### src/rtl/divider_pkg.sv
package divider_pkg;
    localparam int QBITS = 16;

    typedef enum logic [2:0] {
        ST_IDLE,
        ST_SETUP,
        ST_ITER,
        ST_FIX_Q,
        ST_FIX_R
    } div_state_t;
endpackage

### src/rtl/divider_ctrl.sv
module divider_ctrl
    import divider_pkg::*;
#(
    parameter int W = QBITS
) (
    input  logic clk,
    input  logic rst_n,
    input  logic start,
    input  logic step_en,
    output logic busy,
    output logic done,
    output logic load,
    output logic do_setup,
    output logic do_iter,
    output logic do_fix_q,
    output logic do_fix_r
);
    localparam int CNT_W = $clog2(W);
    localparam logic [CNT_W-1:0] LAST = CNT_W'(W - 1);

    div_state_t state, state_nx;
    logic [CNT_W-1:0] bit_cnt;

    always_ff @(posedge clk or negedge rst_n) begin
        if (!rst_n) begin
            state   <= ST_IDLE;
            bit_cnt <= '0;
        end else begin
            state <= state_nx;
            if (do_setup)
                bit_cnt <= '0;
            else if (do_iter)
                bit_cnt <= bit_cnt + 1'b1;
        end
    end

    always_comb begin
        state_nx = state;
        unique case (state)
            ST_IDLE:  if (start) state_nx = ST_SETUP;
            ST_SETUP: if (step_en) state_nx = ST_ITER;
            ST_ITER:  if (step_en && bit_cnt == LAST) state_nx = ST_FIX_Q;
            ST_FIX_Q: if (step_en) state_nx = ST_FIX_R;
            ST_FIX_R: if (step_en) state_nx = ST_IDLE;
            default:  state_nx = ST_IDLE;
        endcase
    end

    always_comb begin
        busy     = (state != ST_IDLE);
        load     = (state == ST_IDLE) && start;
        do_setup = (state == ST_SETUP) && step_en;
        do_iter  = (state == ST_ITER) && step_en;
        do_fix_q = (state == ST_FIX_Q) && step_en;
        do_fix_r = (state == ST_FIX_R) && step_en;
    end

    always_ff @(posedge clk or negedge rst_n) begin
        if (!rst_n)
            done <= 1'b0;
        else
            done <= do_fix_r;
    end
endmodule

### src/rtl/divider_core.sv
module divider_core #(
    parameter int W = 16
) (
    input  logic            clk,
    input  logic            rst_n,
    input  logic            load,
    input  logic            do_setup,
    input  logic            do_iter,
    input  logic            do_fix_q,
    input  logic            do_fix_r,
    input  logic            wide_in,
    input  logic            sgn_in,
    input  logic [2*W-1:0]  dvd_in,
    input  logic [W-1:0]    dvs_in,
    output logic [W-1:0]    q_out,
    output logic [W-1:0]    r_out,
    output logic            zero_flag,
    output logic            ovf_flag
);
    localparam int DW = 2 * W;
    localparam logic [W-1:0] NEG_LIMIT = {1'b1, {(W-1){1'b0}}};

    logic [DW-1:0] dvd_l;
    logic [W-1:0]  dvs_l;
    logic          wide_l, sgn_l;
    logic [DW-1:0] acc;
    logic [W-1:0]  dmag;
    logic          neg_q, neg_r;

    // setup-step operand conditioning
    logic [DW-1:0] dvd_ext;
    logic          dvd_neg, dvs_neg;
    always_comb begin
        if (wide_l)
            dvd_ext = dvd_l;
        else if (sgn_l)
            dvd_ext = {{W{dvd_l[W-1]}}, dvd_l[W-1:0]};
        else
            dvd_ext = {{W{1'b0}}, dvd_l[W-1:0]};
        dvd_neg = sgn_l & dvd_ext[DW-1];
        dvs_neg = sgn_l & dvs_l[W-1];
    end

    // one restoring trial-subtract step
    logic [W:0]   trial;
    logic [W:0]   diff;
    logic         fits;
    logic [W-1:0] part_nx;
    always_comb begin
        trial   = {acc[DW-1:W], acc[W-1]};
        diff    = trial - {1'b0, dmag};
        fits    = (trial >= {1'b0, dmag});
        part_nx = fits ? diff[W-1:0] : trial[W-1:0];
    end

    logic [W-1:0] qmag;
    logic         sgn_range_bad;
    always_comb begin
        qmag          = acc[W-1:0];
        sgn_range_bad = neg_q ? (qmag > NEG_LIMIT) : qmag[W-1];
    end

    always_ff @(posedge clk or negedge rst_n) begin
        if (!rst_n) begin
            dvd_l     <= '0;
            dvs_l     <= '0;
            wide_l    <= 1'b0;
            sgn_l     <= 1'b0;
            acc       <= '0;
            dmag      <= '0;
            neg_q     <= 1'b0;
            neg_r     <= 1'b0;
            q_out     <= '0;
            r_out     <= '0;
            zero_flag <= 1'b0;
            ovf_flag  <= 1'b0;
        end else begin
            if (load) begin
                dvd_l  <= dvd_in;
                dvs_l  <= dvs_in;
                wide_l <= wide_in;
                sgn_l  <= sgn_in;
            end
            if (do_setup) begin
                acc       <= dvd_neg ? -dvd_ext : dvd_ext;
                dmag      <= dvs_neg ? -dvs_l : dvs_l;
                neg_q     <= dvd_neg ^ dvs_neg;
                neg_r     <= dvd_neg;
                zero_flag <= (dvs_l == '0);
                ovf_flag  <= (dvs_l != '0) &&
                             ((dvd_neg ? -dvd_ext : dvd_ext) >> W) >=
                             DW'(dvs_neg ? -dvs_l : dvs_l);
            end
            if (do_iter)
                acc <= {part_nx, acc[W-2:0], fits};
            if (do_fix_q) begin
                q_out <= neg_q ? -qmag : qmag;
                if (sgn_l && !zero_flag && sgn_range_bad)
                    ovf_flag <= 1'b1;
            end
            if (do_fix_r)
                r_out <= neg_r ? -acc[DW-1:W] : acc[DW-1:W];
        end
    end
endmodule

### src/rtl/iter_divider.sv
module iter_divider
    import divider_pkg::*;
#(
    parameter int W = QBITS
) (
    input  logic           clk,
    input  logic           rst_n,
    input  logic           start,
    input  logic           step_en,
    input  logic           wide_mode,
    input  logic           signed_mode,
    input  logic [2*W-1:0] dividend,
    input  logic [W-1:0]   divisor,
    output logic [W-1:0]   quotient,
    output logic [W-1:0]   remainder,
    output logic           busy,
    output logic           done,
    output logic           div_zero,
    output logic           overflow
);
    logic load, do_setup, do_iter, do_fix_q, do_fix_r;

    divider_ctrl #(.W(W)) u_ctrl (
        .clk      (clk),
        .rst_n    (rst_n),
        .start    (start),
        .step_en  (step_en),
        .busy     (busy),
        .done     (done),
        .load     (load),
        .do_setup (do_setup),
        .do_iter  (do_iter),
        .do_fix_q (do_fix_q),
        .do_fix_r (do_fix_r)
    );

    divider_core #(.W(W)) u_core (
        .clk       (clk),
        .rst_n     (rst_n),
        .load      (load),
        .do_setup  (do_setup),
        .do_iter   (do_iter),
        .do_fix_q  (do_fix_q),
        .do_fix_r  (do_fix_r),
        .wide_in   (wide_mode),
        .sgn_in    (signed_mode),
        .dvd_in    (dividend),
        .dvs_in    (divisor),
        .q_out     (quotient),
        .r_out     (remainder),
        .zero_flag (div_zero),
        .ovf_flag  (overflow)
    );
endmodule

### config.mk
export PLATFORM = sky130hd
export DESIGN_NAME = iter_divider
export DESIGN_NICKNAME = d
export VERILOG_FILES = /design/src/rtl/divider_pkg.sv /design/src/rtl/divider_ctrl.sv /design/src/rtl/divider_core.sv /design/src/rtl/iter_divider.sv
export SDC_FILE = /design/constraint.sdc
export NUM_CORES = 1
export LEC_CHECK = 0
export BUFFER_PORTS_ARGS = -buffer_cell sky130_fd_sc_hd__buf_2
export CAP_MARGIN = 20
export CORE_MARGIN = 2
export CORE_UTILIZATION = 35
export CTS_CLUSTER_DIAMETER = 50
export DETAILED_ROUTE_END_ITERATION = 8
export PLACE_DENSITY = 0.53
export SETUP_SLACK_MARGIN = 0.4
export SYNTH_ARGS = -nofsm -noshare
export SYNTH_HDL_FRONTEND = slang
export SYNTH_SLANG_ARGS = --single-unit
### constraint.sdc
create_clock -name clk -period 5.6 [get_ports clk]
set_clock_uncertainty 0.05 [all_clocks]
set_input_delay 0.28 -clock clk [delete_from_list [all_inputs] [get_ports clk]]
set_output_delay 0.28 -clock clk [all_outputs]
set_load 0.02 [all_outputs]
# After elaboration in Yosys (flattened, before gate mapping)
# Index checks and enable logic that the tools add are counted.
# word_totals
output_inout_bits,36
wordCells,76
ff_bits,142
input_bits,54
# classes
n_addsub,7
n_eq_ne,10
bitwise_logic,3
magnitude_cmp,3
mux,22
n_reduce_logical,16
# op_table
op,n
$mux W32,6
$mux W16,4
$neg A16 Y16,3
$ge A16 B32 Y1,1
$neg A16 Y32,1
$neg A32 Y32,1
$ge A17 B16 Y1,1
$gt A16 B16 Y1 const B,1
$logic_not A16 Y1,1
$reduce_bool A16 Y1,1
$sub A16 B16 Y16,1
$mux W3,5
$pmux W3 S5,1
$logic_and A1 B1 Y1,9
$mux W4,2
$ne A2 B2 Y1 const B,4
$eq A3 B2 Y1 const B,2
$reduce_and A5 Y1,1
$add A4 B1 Y4 const B,1
$eq A4 B4 Y1 const B,1
$mux W1,4
$eq A3 B1 Y1 const B,1
$eq A3 B3 Y1 const B,1
$logic_not A3 Y1,1
other kinds (6),7

# Logic depth before layout (Yosys ltp)
# Gate-level depths: netlist of run 1.
# depth
word_depth,9
mapped_depth,14
ltp_nobuf,14

# Hierarchy
# A second synthesis of run 1 with hierarchy kept.
# hier_totals
cells_unflattened,926
area_unflattened_um2,8708.4
# by_module_without_submodules
module,instances,seq_area_each_um2,area_each_um2,cells_per_inst
divider_core,1,3353.2,8291.7,889
divider_ctrl,1,200.2,416.6,37

# Worst setup path after synthesis of run 1
# Ideal clock, no wire load.
# synth_path
path_kind,reg-to-reg
startpoint,reg u_core.dvd_l[4]
endpoint,reg u_core.ovf_flag
arrival_ns,2.874
setup_slack_ns,2.558
path_buffers,0
period_less_slack_ns,3.042
setup_time_ns,0.118
stages_incl_launch_ff,14
required_time_ns,5.432
cell_sequence,dfrtp_1 or4_1 nor3b_1 a41oi_1 xnor2_1 nand2_1 ha_1 nand2b_1 a21o_1 a21o_1 a21oi_1 o21a_1 o21ai_0 a21o_1
# synth_between
elab_chain_cells,9
# synth_lines
item,line,text
from (decl),divider_core.sv:23,logic [DW-1:0] dvd_l;
from (signal assigned),divider_core.sv:79,dvd_l <= dvd_in;
$mux W32,divider_core.sv:36,else if (sgn_l)
$mux W32 *,divider_core.sv:34,if (wide_l)
$neg A32 Y32 *,divider_core.sv:91,((dvd_neg ? -dvd_ext : dvd_ext) >> W) >=
$mux W32 *,divider_core.sv:91,
$ge A16 B32 Y1 *,divider_core.sv:91,
$logic_and A1 B1 Y1 *,divider_core.sv:90,ovf_flag <= (dvs_l != '0) &&
$mux W1 *,divider_core.sv:84,if (do_setup) begin
$mux W1,divider_core.sv:98,if (sgn_l && !zero_flag && sgn_range_bad)
$mux W1 *,divider_core.sv:96,if (do_fix_q) begin
to (signal assigned),divider_core.sv:90,
to (decl),divider_core.sv:18,output logic ovf_flag
# Mark *: on every way between the ends. The rest lies on a longest branch, timed or not.
# A chain may end at the register's enable or synchronous reset.

# Worst setup path after layout of run 1
# layout_path
startpoint,reg u_core.wide_l
endpoint,reg u_core.ovf_flag
# layout_between
elab_chain_cells,8
elab_cells_between_ends,9
classes_between,1 x add/sub; 1 x order compare; 5 x mux; 1 x bitwise; 1 x reduce/logical
# layout_lines
item,line,text
from (decl),divider_core.sv:25,"logic wide_l, sgn_l;"
from (signal assigned),divider_core.sv:81,wide_l <= wide_in;
$mux W32 *,divider_core.sv:34,
$neg A32 Y32 / $and A1 B1 Y1 (equally long branches),"divider_core.sv:91, divider_core.sv:40",
$mux W32 *,divider_core.sv:91,
$ge A16 B32 Y1 *,divider_core.sv:91,
$logic_and A1 B1 Y1 *,divider_core.sv:90,
$mux W1 *,divider_core.sv:84,
$mux W1,divider_core.sv:98,
$mux W1 *,divider_core.sv:96,
# Marks and branches as above.

==> results.yml, run 1 <==
synth:
  synth_top_area_share_pct: 41.15
  syn-num-nets: 1038
  synthesis.area_sq_mm: 0.008635
  synth-simple-area-share_pct: 15.98
  async_reset_ff_share_pct: 100.0
  synth.distinct_cells: 58
  synth_top_family_by_area: "compound AO/OA/AOI/OAI gates"
  yosysMostFrequentCell: "dfrtp_1"
  synth_edf_count: 0
  synth-main-ff-cell: "dfrtp_1"
  synth_commonest_cells: "dfrtp_1 (142), nand2_1 (113), o21ai_0 (82)"
  synth_top_area_cell: "dfrtp_1"
  syn_inst: 946
  synth_area_leaders: "dfrtp_1 (41%), mux2_2 (5.6%), ha_1 (5.4%)"
  yosys.area_share.xor_xnor_pct: 8.318
  ys_seq_area_share_pct: 41.15
  synthMuxAreaShare_pct: 7.984
  avgSynthCellArea_sq_um: 9.127
  yosys_warnings: 0
  synth_compound_area_share_pct: 17.49
  synth_fa_ha_area_share_pct: 5.593
  ys_ff_latch: 142
timing:
  setup_violations: 0
  whs_ps: 15.58
  worst_slew_pin_slew_ps: 892.0
  slew_violations: 0
  max_freq_ghz: 0.2760
  slew_headroom_pct: 40.54
  finalCritPeriodShare_pct: 64.71
  hold_viol: 0
  rsz0062_at_grt: "no"
  final.min_clock_period_ps: 3624
  fin_ws_ps: 1976
  fin_tns_setup_ps: 0
place:
  portBuffers: 89
  dpl.hpwl_microns: 17030
  placed_area_sq_mm: 0.009375
  gp_congestion: 0.9214
  place_ws_ps: 2025
die:
  num_rows: 57
  start_util_pct: 35.61
  fp.dieW_microns: 161.1
  io_pins: 90
  die_y_microns: 161.1
  fp.coreArea_sq_mm: 0.02425
  die-area_sq_mm: 0.02594
critical_path:
  cp-end-kind: "flop"
  critPathMaxFanout: 32
  path_class: "flop to flop"
  critPathLaunchType: "flop"
  critPathArrivalTime_ps: 3890
  cp.required_ps: 5860
routing:
  wl_per_cell_microns: 17.07
  finalWirelength_microns: 23150
  firstDrtPassIters: 5
  drt_iter0_markers: 636
  drc: 0
  viasPerCell: 5.192
  drtAntennaViolNets: 0
  vias: 7041
grt:
  grtUsageMet3_pct: 3.775
  use_met2_pct: 26.38
  antenna_found_initial: 1
  grt_overflow: 0
  grt_use_total_pct: 18.56
  grt_max_degree: 96
  use_met1_pct: 28.68
  top_usage_layer: "met1"
  grt_pass1_vias: 6827
  grt_first_pass_wirelength_microns: 38070
clocking:
  numClockSinks: 142
  path_clk_slew_ps: 60
  clk_latency_ps: 430
  cts_buffer_depth: 2
  cts_tree: "done"
  cts_root_buf: "clkbuf_16"
  cts_setup_buffers: 0
  htreeDepth: 4
  cts_inserted_buffers: 17
min_path:
  min_path_type: "input pin to flop"
power:
  leakage_nw: 4.421
  power_density_mw_per_mm2: 714.6
  irDropWorstVdd_mv: 0.2430
status:
  status: "finished clean"
cells_and_area:
  fillCellCount: 2486
  area_delta_synth_final_pct: 16.40
  design_area_sq_mm: 0.01005
  antenna_cells: 0
  drive_gt1_share_pct: 18.02
  nets: 1111
run:
  maxCapViolations: 0
-- final timing paths --
kind | startpoint | end | slack (ps) | depth (start not counted)
max | u_core.wide_l | u_core.ovf_flag | 1980 | 10
min | divisor[6] | u_core.dvs_l[6] | 20 | 3
max reg2reg | u_core.wide_l | u_core.ovf_flag | 1980 | 10
min reg2reg | u_core.q_out[15] | u_core.q_out[15] | 420 | 2
max in group asynchronous | rst_n | u_core.acc[11] | 3830 | 3
min in group asynchronous | rst_n | u_core.q_out[3] | 480 | 2
-- stage by stage --
stage / total power (W) / utilization, % / instances
6_report: 0.007183 / 41.45 / 1356
5_1_grt: 0.007831 / 41.45 / 1356
4_1_cts: 0.007208 / 41.39 / 1355
3_5_place_dp: 0.005940 / 38.66 / 1320
3_3_place_gp: 0.005906 / 38.66 / 1320
2_1_floorplan: 0.004856 / - / 946
-- state kept, by name, indices dropped and copies added (netlist names) --
register / count
u_core.acc: 32
u_core.dvd_l: 32
u_core.dmag: 16
u_core.dvs_l: 16
u_core.q_out: 16
u_core.r_out: 16
u_ctrl.bit_cnt: 4
u_ctrl.state: 3
u_core.neg_q: 1
u_core.neg_r: 1
u_core.ovf_flag: 1
u_core.sgn_l: 1
u_core.wide_l: 1
u_core.zero_flag: 1
u_ctrl.done: 1
-- area by class of cell --
class / instances / area, sq um / share of cell area, %
inverters: 35 / 131.4 / 1.307
multi-input cells: 725 / 4796 / 47.72
repair buffers: 98 / 534.3 / 5.316
flip-flops and latches: 142 / 3553 / 35.35
clock buffers: 19 / 442.9 / 4.407
clock inverters: 13 / 187.7 / 1.867
well taps: 324 / 405.4 / 4.033
-- layer usage --
layer  share of wire [%]  up-vias
met5               0.039        -
met2                  42      195
met3                 5.3       16
li1                    -     3527
met4                0.99        2
met1                  52     3301
-- power by group --
part           switching, W  total [W]  internal, W  leakage (nW)
clock network      0.000473    0.00123     0.000760         0.300
logic               0.00215    0.00374      0.00160          2.39
registers          0.000685    0.00221      0.00152          1.74
-- critical path, stage by stage, from the launching register on --
cell and delay (ps):
dfrtp_1 920, nand2_1 270, a21oi_1 760, o21ai_0 240, xor2_1 290, ha_1 270, a21o_1 170, a21oi_1 150
o21a_1 150, o21ai_0 70, a21o_1 160
-- timing repair --
action | 4_1_cts | 5_1_grt
gates resized for setup | 0 | 0
hold endpoints to repair | 96 | 0
endpoints found under the setup margin | 0 | 0
hold buffers | 3 | 0
-- placed cells by master (no fill, tap or decap), types with 11 or more instances in the layout --
cell type | Yosys | routed
a21o_1 | 13 | 13
a21oi_1 | 71 | 71
a31oi_1 | 21 | 21
buf_2 | 3 | 88
clkbuf_16 | 0 | 17
dfrtp_1 | 142 | 142
ha_1 | 37 | 37
inv_1 | 35 | 35
mux2_2 | 43 | 43
mux2i_1 | 19 | 19
nand2_1 | 113 | 113
nand3_1 | 15 | 14
nor2_1 | 73 | 71
nor3_1 | 17 | 17
nor4_1 | 11 | 11
o21ai_0 | 82 | 82
o31ai_1 | 13 | 13
xnor2_1 | 38 | 38
xor2_1 | 44 | 44
-- logic make-up after synthesis --
group / after synthesis
compound gates: 250
xor+xnor: 82
fa+ha+maj: 38
buf+inv: 79
flops: 142
mux: 63
simple gates: 292
(Power assumes the default switching activity.)
==> inputs of run 2 (changes only) <==
ABC_AREA = 1   (was unset)
clock period = 3.4 ns   (was 5.6 ns; I/O delays follow)
==> run 2 against run 1 <==
Against the previous run:
- the run now ends with design-rule violations left
- power is 75% higher
- largest cell class unchanged
- die area is 7.9% higher
- first-iteration DRC count is 7.1% lower
==> results.yml, run 2 <==
routing:
  drt_iter0_markers: 591
  drtAntennaViolNets: 0
  finalWirelength_microns: 26660
  firstDrtPassIters: 7
  viasPerCell: 4.862
  drc: 3
  vias: 8592
  wl_per_cell_microns: 15.09
power:
  irDropWorstVdd_mv: 0.3931
  leakage_nw: 5.848
  power_density_mw_per_mm2: 1111
cells_and_area:
  seq_area_sq_mm: 0.003555
  nets: 1514
  reg_top3: "u_core.acc x32, u_core.dvd_l x32"
  area_delta_synth_final_pct: 21.36
  final_common_cell: "nand2_1"
  fin_cells: 1767
  utilization_pct: 43.34
  multi_input_area_sq_mm: 0.004992
  fillCellCount: 2744
  antenna_cells: 0
  final_cell_mix: "nand2_1 (341), inv_1 (156), dfrtp_1 (141)"
  drive_gt1_share_pct: 14.87
  design_area_sq_mm: 0.01133
critical_path:
  critPathMaxFanout: 4
  cpMaxStageDelayCell: "dfrtp_1"
  reg2reg_depth: 20
  critPathLaunchType: "flop"
  cp_cell_sequence: "inv_1 > ha_1 > nand3_1 > nor2_4 > nand3_2 > nor2_4 > nand2_1 > nand2_2 > nand3b_1 > nand2_1 > inv_1 > ha_1 > nand4_1 > a21oi_1 > nor2_1 > nand2_1 > nand2_1 > nand2_1 > nand3_1 > nand2_1"
  cp_common_cell: "nand2_1"
  critPathArrivalTime_ps: 3050
  r2r_start: "u_core.dvd_l[0]"
  reg2reg_slack_ps: 660
  cp.required_ps: 3710
  path_class: "flop to flop"
  slowest_delay_ps: 380
  r2r_end: "u_core.ovf_flag"
  cp-end-kind: "flop"
synth:
  synth.distinct_cells: 43
  synthesis.area_sq_mm: 0.009333
  yosys_warnings: 0
  synth_commonest_cells: "nand2_1 (341), inv_1 (156), dfrtp_1 (142)"
  ys_seq_area_share_pct: 38.07
  syn_inst: 1283
  avgSynthCellArea_sq_um: 7.274
  yosysMostFrequentCell: "nand2_1"
  ys_ff_latch: 142
  synth_top_area_share_pct: 38.07
  synth_edf_count: 0
  syn-num-nets: 1375
  synth_area_leaders: "dfrtp_1 (38%), nand2_1 (14%), inv_1 (6.3%)"
  async_reset_ff_share_pct: 100.0
  synth-main-ff-cell: "dfrtp_1"
  synth_top_area_cell: "dfrtp_1"
timing:
  rsz0062_at_grt: "no"
  worst_slew_pin_slew_ps: 863.5
  slew_violations: 0
  slew_headroom_pct: 42.43
  final.min_clock_period_ps: 2740
  fin_tns_setup_ps: 0
  hold_viol: 0
  setup_violations: 0
  max_freq_ghz: 0.3650
  finalCritPeriodShare_pct: 80.59
clocking:
  cts_tree: "done"
  numClockSinks: 142
  cts_inserted_buffers: 17
  path_clk_slew_ps: 60
  cts_root_buf: "clkbuf_16"
  htreeDepth: 4
  clk_latency_ps: 430
  cts_buffer_depth: 2
run:
  maxCapViolations: 0
grt:
  grt_max_degree: 87
  grt_overflow: 0
  antenna_found_initial: 0
  grt_use_total_pct: 19.67
  grt_pass1_vias: 8223
  grt_first_pass_wirelength_microns: 43650
die:
  io_pins: 90
  start_util_pct: 35.71
  fp.coreArea_sq_mm: 0.02613
  num_rows: 59
  die-area_sq_mm: 0.02799
  die_y_microns: 167.3
  fp.dieW_microns: 167.3
place:
  dpl.hpwl_microns: 19810
  placed_area_sq_mm: 0.01014
  gp_congestion: 0.8711
  portBuffers: 89
  place_inst: 1681
status:
  violations: "design-rule violations"
  status: "finished, violations left"
min_path:
  min_path_type: "input pin to asynchronous set/reset pin"
run 2: report_power, final:
group / total, W / switching [W] / internal, W
sequential: 0.00320 / 0.000691 / 0.00251
clock: 0.00194 / 0.000773 / 0.00116
combinational: 0.00745 / 0.00478 / 0.00266
total: 0.0126 / 0.00625 / 0.00633
run 2: worst max path at each step:
stage                    startpoint              end  slack, ps  cells past startpoint
floorplan           u_core.dvd_l[0]  u_core.ovf_flag        920                     20
global placement       u_core.sgn_l  u_core.ovf_flag        470                     20
detailed placement     u_core.sgn_l  u_core.ovf_flag        480                     20
CTS                    u_core.sgn_l  u_core.ovf_flag        460                     20
global route        u_core.dvd_l[0]  u_core.ovf_flag        400                     20
finish              u_core.dvd_l[0]  u_core.ovf_flag        660                     20
run 2: repair_timing:
action                                 4_1_cts  5_1_grt
setup endpoints to repair                    0        1
endpoints found under the hold margin      136        0
buffers inserted                             0        5
gates resized for setup                      0       12
hold buffers                                52        0
run 2: per-layer routing:
layer  track usage (%)  vias to the layer above  share of wire, %
met5                 0                        -                 0
met4             4.915                        0               1.7
met3             2.978                       28               4.2
met2             30.18                      201                43
met1             29.06                     3954                51
li1                  -                     4409                 -
run 2: worst max-delay path: cells and delay by family, from the launching register on:
kind / cells / cell delay, ps
AOI/OAI and AO/OA: 1 / 160
and+or+nand+nor: 15 / 1420
buffers and inverters: 2 / 170
DFF: 1 / 380
adders and majority gates: 2 / 480
run 2: metrics by stage:
stage	total power, W	hold WS (ps)	setup WS, ps
after floorplan	0.008484	-175.6	924.6
after global placement	0.01052	253.3	471.9
after detailed placement	0.01055	251.5	482.7
after CTS	0.01257	357.9	464.4
after global routing	0.01389	388.5	400.2
final	0.01258	304.4	660.0
run 2: final cells by class:
cell class,instances,share of cell area (%)
clock inverter,10,1.248
clock buffer,19,3.911
tap,335,3.701
timing repair buffer,163,10.19
inverter,165,5.490
sequential,142,31.39
multi-input combinational,933,44.08
run 2: cells by family after synthesis:
logic type               Yosys count  synth area share, %
XOR/XNOR                          53                4.974
AND/OR/NAND/NOR                  625                28.66
adder cells (fa/ha/maj)           38                5.175
AO/OA/AOI/OAI                    190                10.83
flip-flops                       142                38.07
buffers and inverters            208                9.023
multiplexers                      27                3.258
==> inputs of run 3 (changes only) <==
PLACE_DENSITY = 0.55   (was 0.53)
clock period = 2.3 ns   (was 3.4 ns; I/O delays follow)
==> run 3 against run 2 <==
Against the previous run:
- the flow finishes with violations (design-rule violations, negative setup slack)
- clock-buffer cell count grew 1
- non-clock buffer count grew 198
- flip-flop and latch count is the same
- final area grew 24%
- critical endpoint unchanged
- largest power group unchanged
- highest routed layer unchanged
==> results.yml, run 3 (synthesis gave the netlist of run 2 again) <==
status:
  status: "finished, violations left"
  violations: "design-rule violations, negative setup slack"
die:
  fp.coreArea_sq_mm: 0.02613
  die-area_sq_mm: 0.02799
  fp.dieW_microns: 167.3
  num_rows: 59
  start_util_pct: 35.71
  die_y_microns: 167.3
  io_pins: 90
place:
  placed_area_sq_mm: 0.01140
  portBuffers: 89
  dpl.hpwl_microns: 21260
  gp_congestion: 0.9381
  place_ws_ps: -362.9
grt:
  antenna_found_initial: 0
  grt_first_pass_wirelength_microns: 48180
  grt_max_degree: 45
  grt_overflow: 0
  grt_use_total_pct: 21.37
  grt_pass1_vias: 9190
clocking:
  clk_latency_ps: 430
  htreeDepth: 4
  cts_buffer_depth: 2
  path_clk_slew_ps: 60
  numClockSinks: 142
  cts_tree: "done"
  cts_inserted_buffers: 17
  cts_root_buf: "clkbuf_16"
cells_and_area:
  final_cell_mix: "nand2_1 (293), buf_4 (198), dfrtp_1 (136)"
  fillCellCount: 2474
  final_common_cell: "nand2_1"
  area_delta_synth_final_pct: 50.36
  nets: 1716
  utilization_pct: 53.70
  seq_area_sq_mm: 0.003561
  reg_top3: "u_core.acc x32, u_core.dvd_l x32"
  antenna_cells: 0
  drive_gt1_share_pct: 37.00
  multi_input_area_sq_mm: 0.006013
  design_area_sq_mm: 0.01403
timing:
  setup_violations: 1
  finalCritPeriodShare_pct: 110.9
  max_freq_ghz: 0.3920
  slew_violations: 0
  hold_viol: 0
  fin_ws_ps: -250.9
  final.min_clock_period_ps: 2551
  rsz0062_at_grt: "yes"
  worst_slew_pin_slew_ps: 479.1
  whs_ps: 130.3
  fin_tns_setup_ps: -250.9
  slew_headroom_pct: 68.06
routing:
  finalWirelength_microns: 30360
  viasPerCell: 4.828
  drc: 2
  wl_per_cell_microns: 15.41
  firstDrtPassIters: 9
  drt_iter0_markers: 593
  drtAntennaViolNets: 0
  vias: 9512
min_path:
  min_path_type: "input pin to asynchronous set/reset pin"
critical_path:
  critPathLaunchType: "flop"
  cp-end-kind: "flop"
  cp.required_ps: 2610
  critPathArrivalTime_ps: 2860
  critPathMaxFanout: 4
  reg2reg_slack_ps: -250
  endpoint: "u_core.ovf_flag"
  reg2reg_depth: 20
  r2r_start: "u_core.dvd_l[1]"
  r2r_end: "u_core.ovf_flag"
  path_class: "flop to flop"
  crit_start: "u_core.dvd_l[1]"
power:
  irDropWorstVdd_mv: 0.5653
  power_density_mw_per_mm2: 1749
  leakage_nw: 6.997
run:
  maxCapViolations: 0
-- run 3: stage by stage --
stage	instances	total power [W]
6_report	1970	0.02455
5_1_grt	1970	0.02655
4_1_cts	1953	0.02317
3_5_place_dp	1827	0.01788
3_3_place_gp	1827	0.01773
2_1_floorplan	1283	0.01275
-- run 3: worst min-delay path by stage --
stage                             endpoint  slack (ps)  cells past startpoint
after floorplan              u_core.acc[0]        -230                      0
after global placement    u_core.dvd_l[31]          30                      1
after detailed placement  u_core.dvd_l[31]          30                      1
after CTS                  u_core.dvd_l[4]         140                      2
after global routing      u_core.dvd_l[31]         160                      2
final                     u_core.dvd_l[31]         130                      2
-- run 3: final cells by class --
| class | count | share of cell area, % |
|---|---|---|
| repair inverters | 1 | 0.08025 |
| clock inverters | 10 | 0.8292 |
| repair buffers | 361 | 20.05 |
| well taps | 335 | 2.987 |
| inverters | 165 | 4.565 |
| flip-flops and latches | 142 | 25.38 |
| clock buffers | 20 | 3.255 |
| multi-input cells | 936 | 42.85 |
-- run 3: critical path, stage by stage (launching register included) --
cell	delay, ps
dfrtp_1	390
inv_2	100
ha_4	150
nand3_4	70
nor2_4	140
nand3_4	90
nor2_4	190
nand2_2	80
nand2_2	80
nand3b_1	100
nand2_1	80
inv_2	50
ha_4	260
nand4_1	130
nor2_2	180
nand2_1	60
nand2_1	60
nand2_1	40
nand2_1	50
nand3_1	60
nand2_1	70
-- run 3: timing repair --
| action | in CTS | in global routing |
|---|---|---|
| hold endpoints to repair | 153 | 0 |
| gates resized for setup | 156 | 100 |
| setup endpoints to repair | 22 | 57 |
| pin swaps | 73 | 69 |
| cloned | 4 | 1 |
| hold buffers | 52 | 0 |
| buffers inserted | 40 | 16 |
-- run 3: where the power goes --
part / switching (W) / internal, W / total, W
clock: 0.00111 / 0.00164 / 0.00275
sequential: 0.000957 / 0.00372 / 0.00468
combinational: 0.00948 / 0.00763 / 0.0171
total: 0.0116 / 0.0130 / 0.0245
-- run 3: per-layer routing --
layer | global-route usage [%] | routed length [microns] | vias up
li1 | - | - | 4822
met1 | 30.53 | 14650 | 4409
met2 | 33.52 | 13690 | 242
met3 | 3.238 | 1398 | 39
met4 | 6.389 | 622 | 0
met5 | 0 | 0 | -
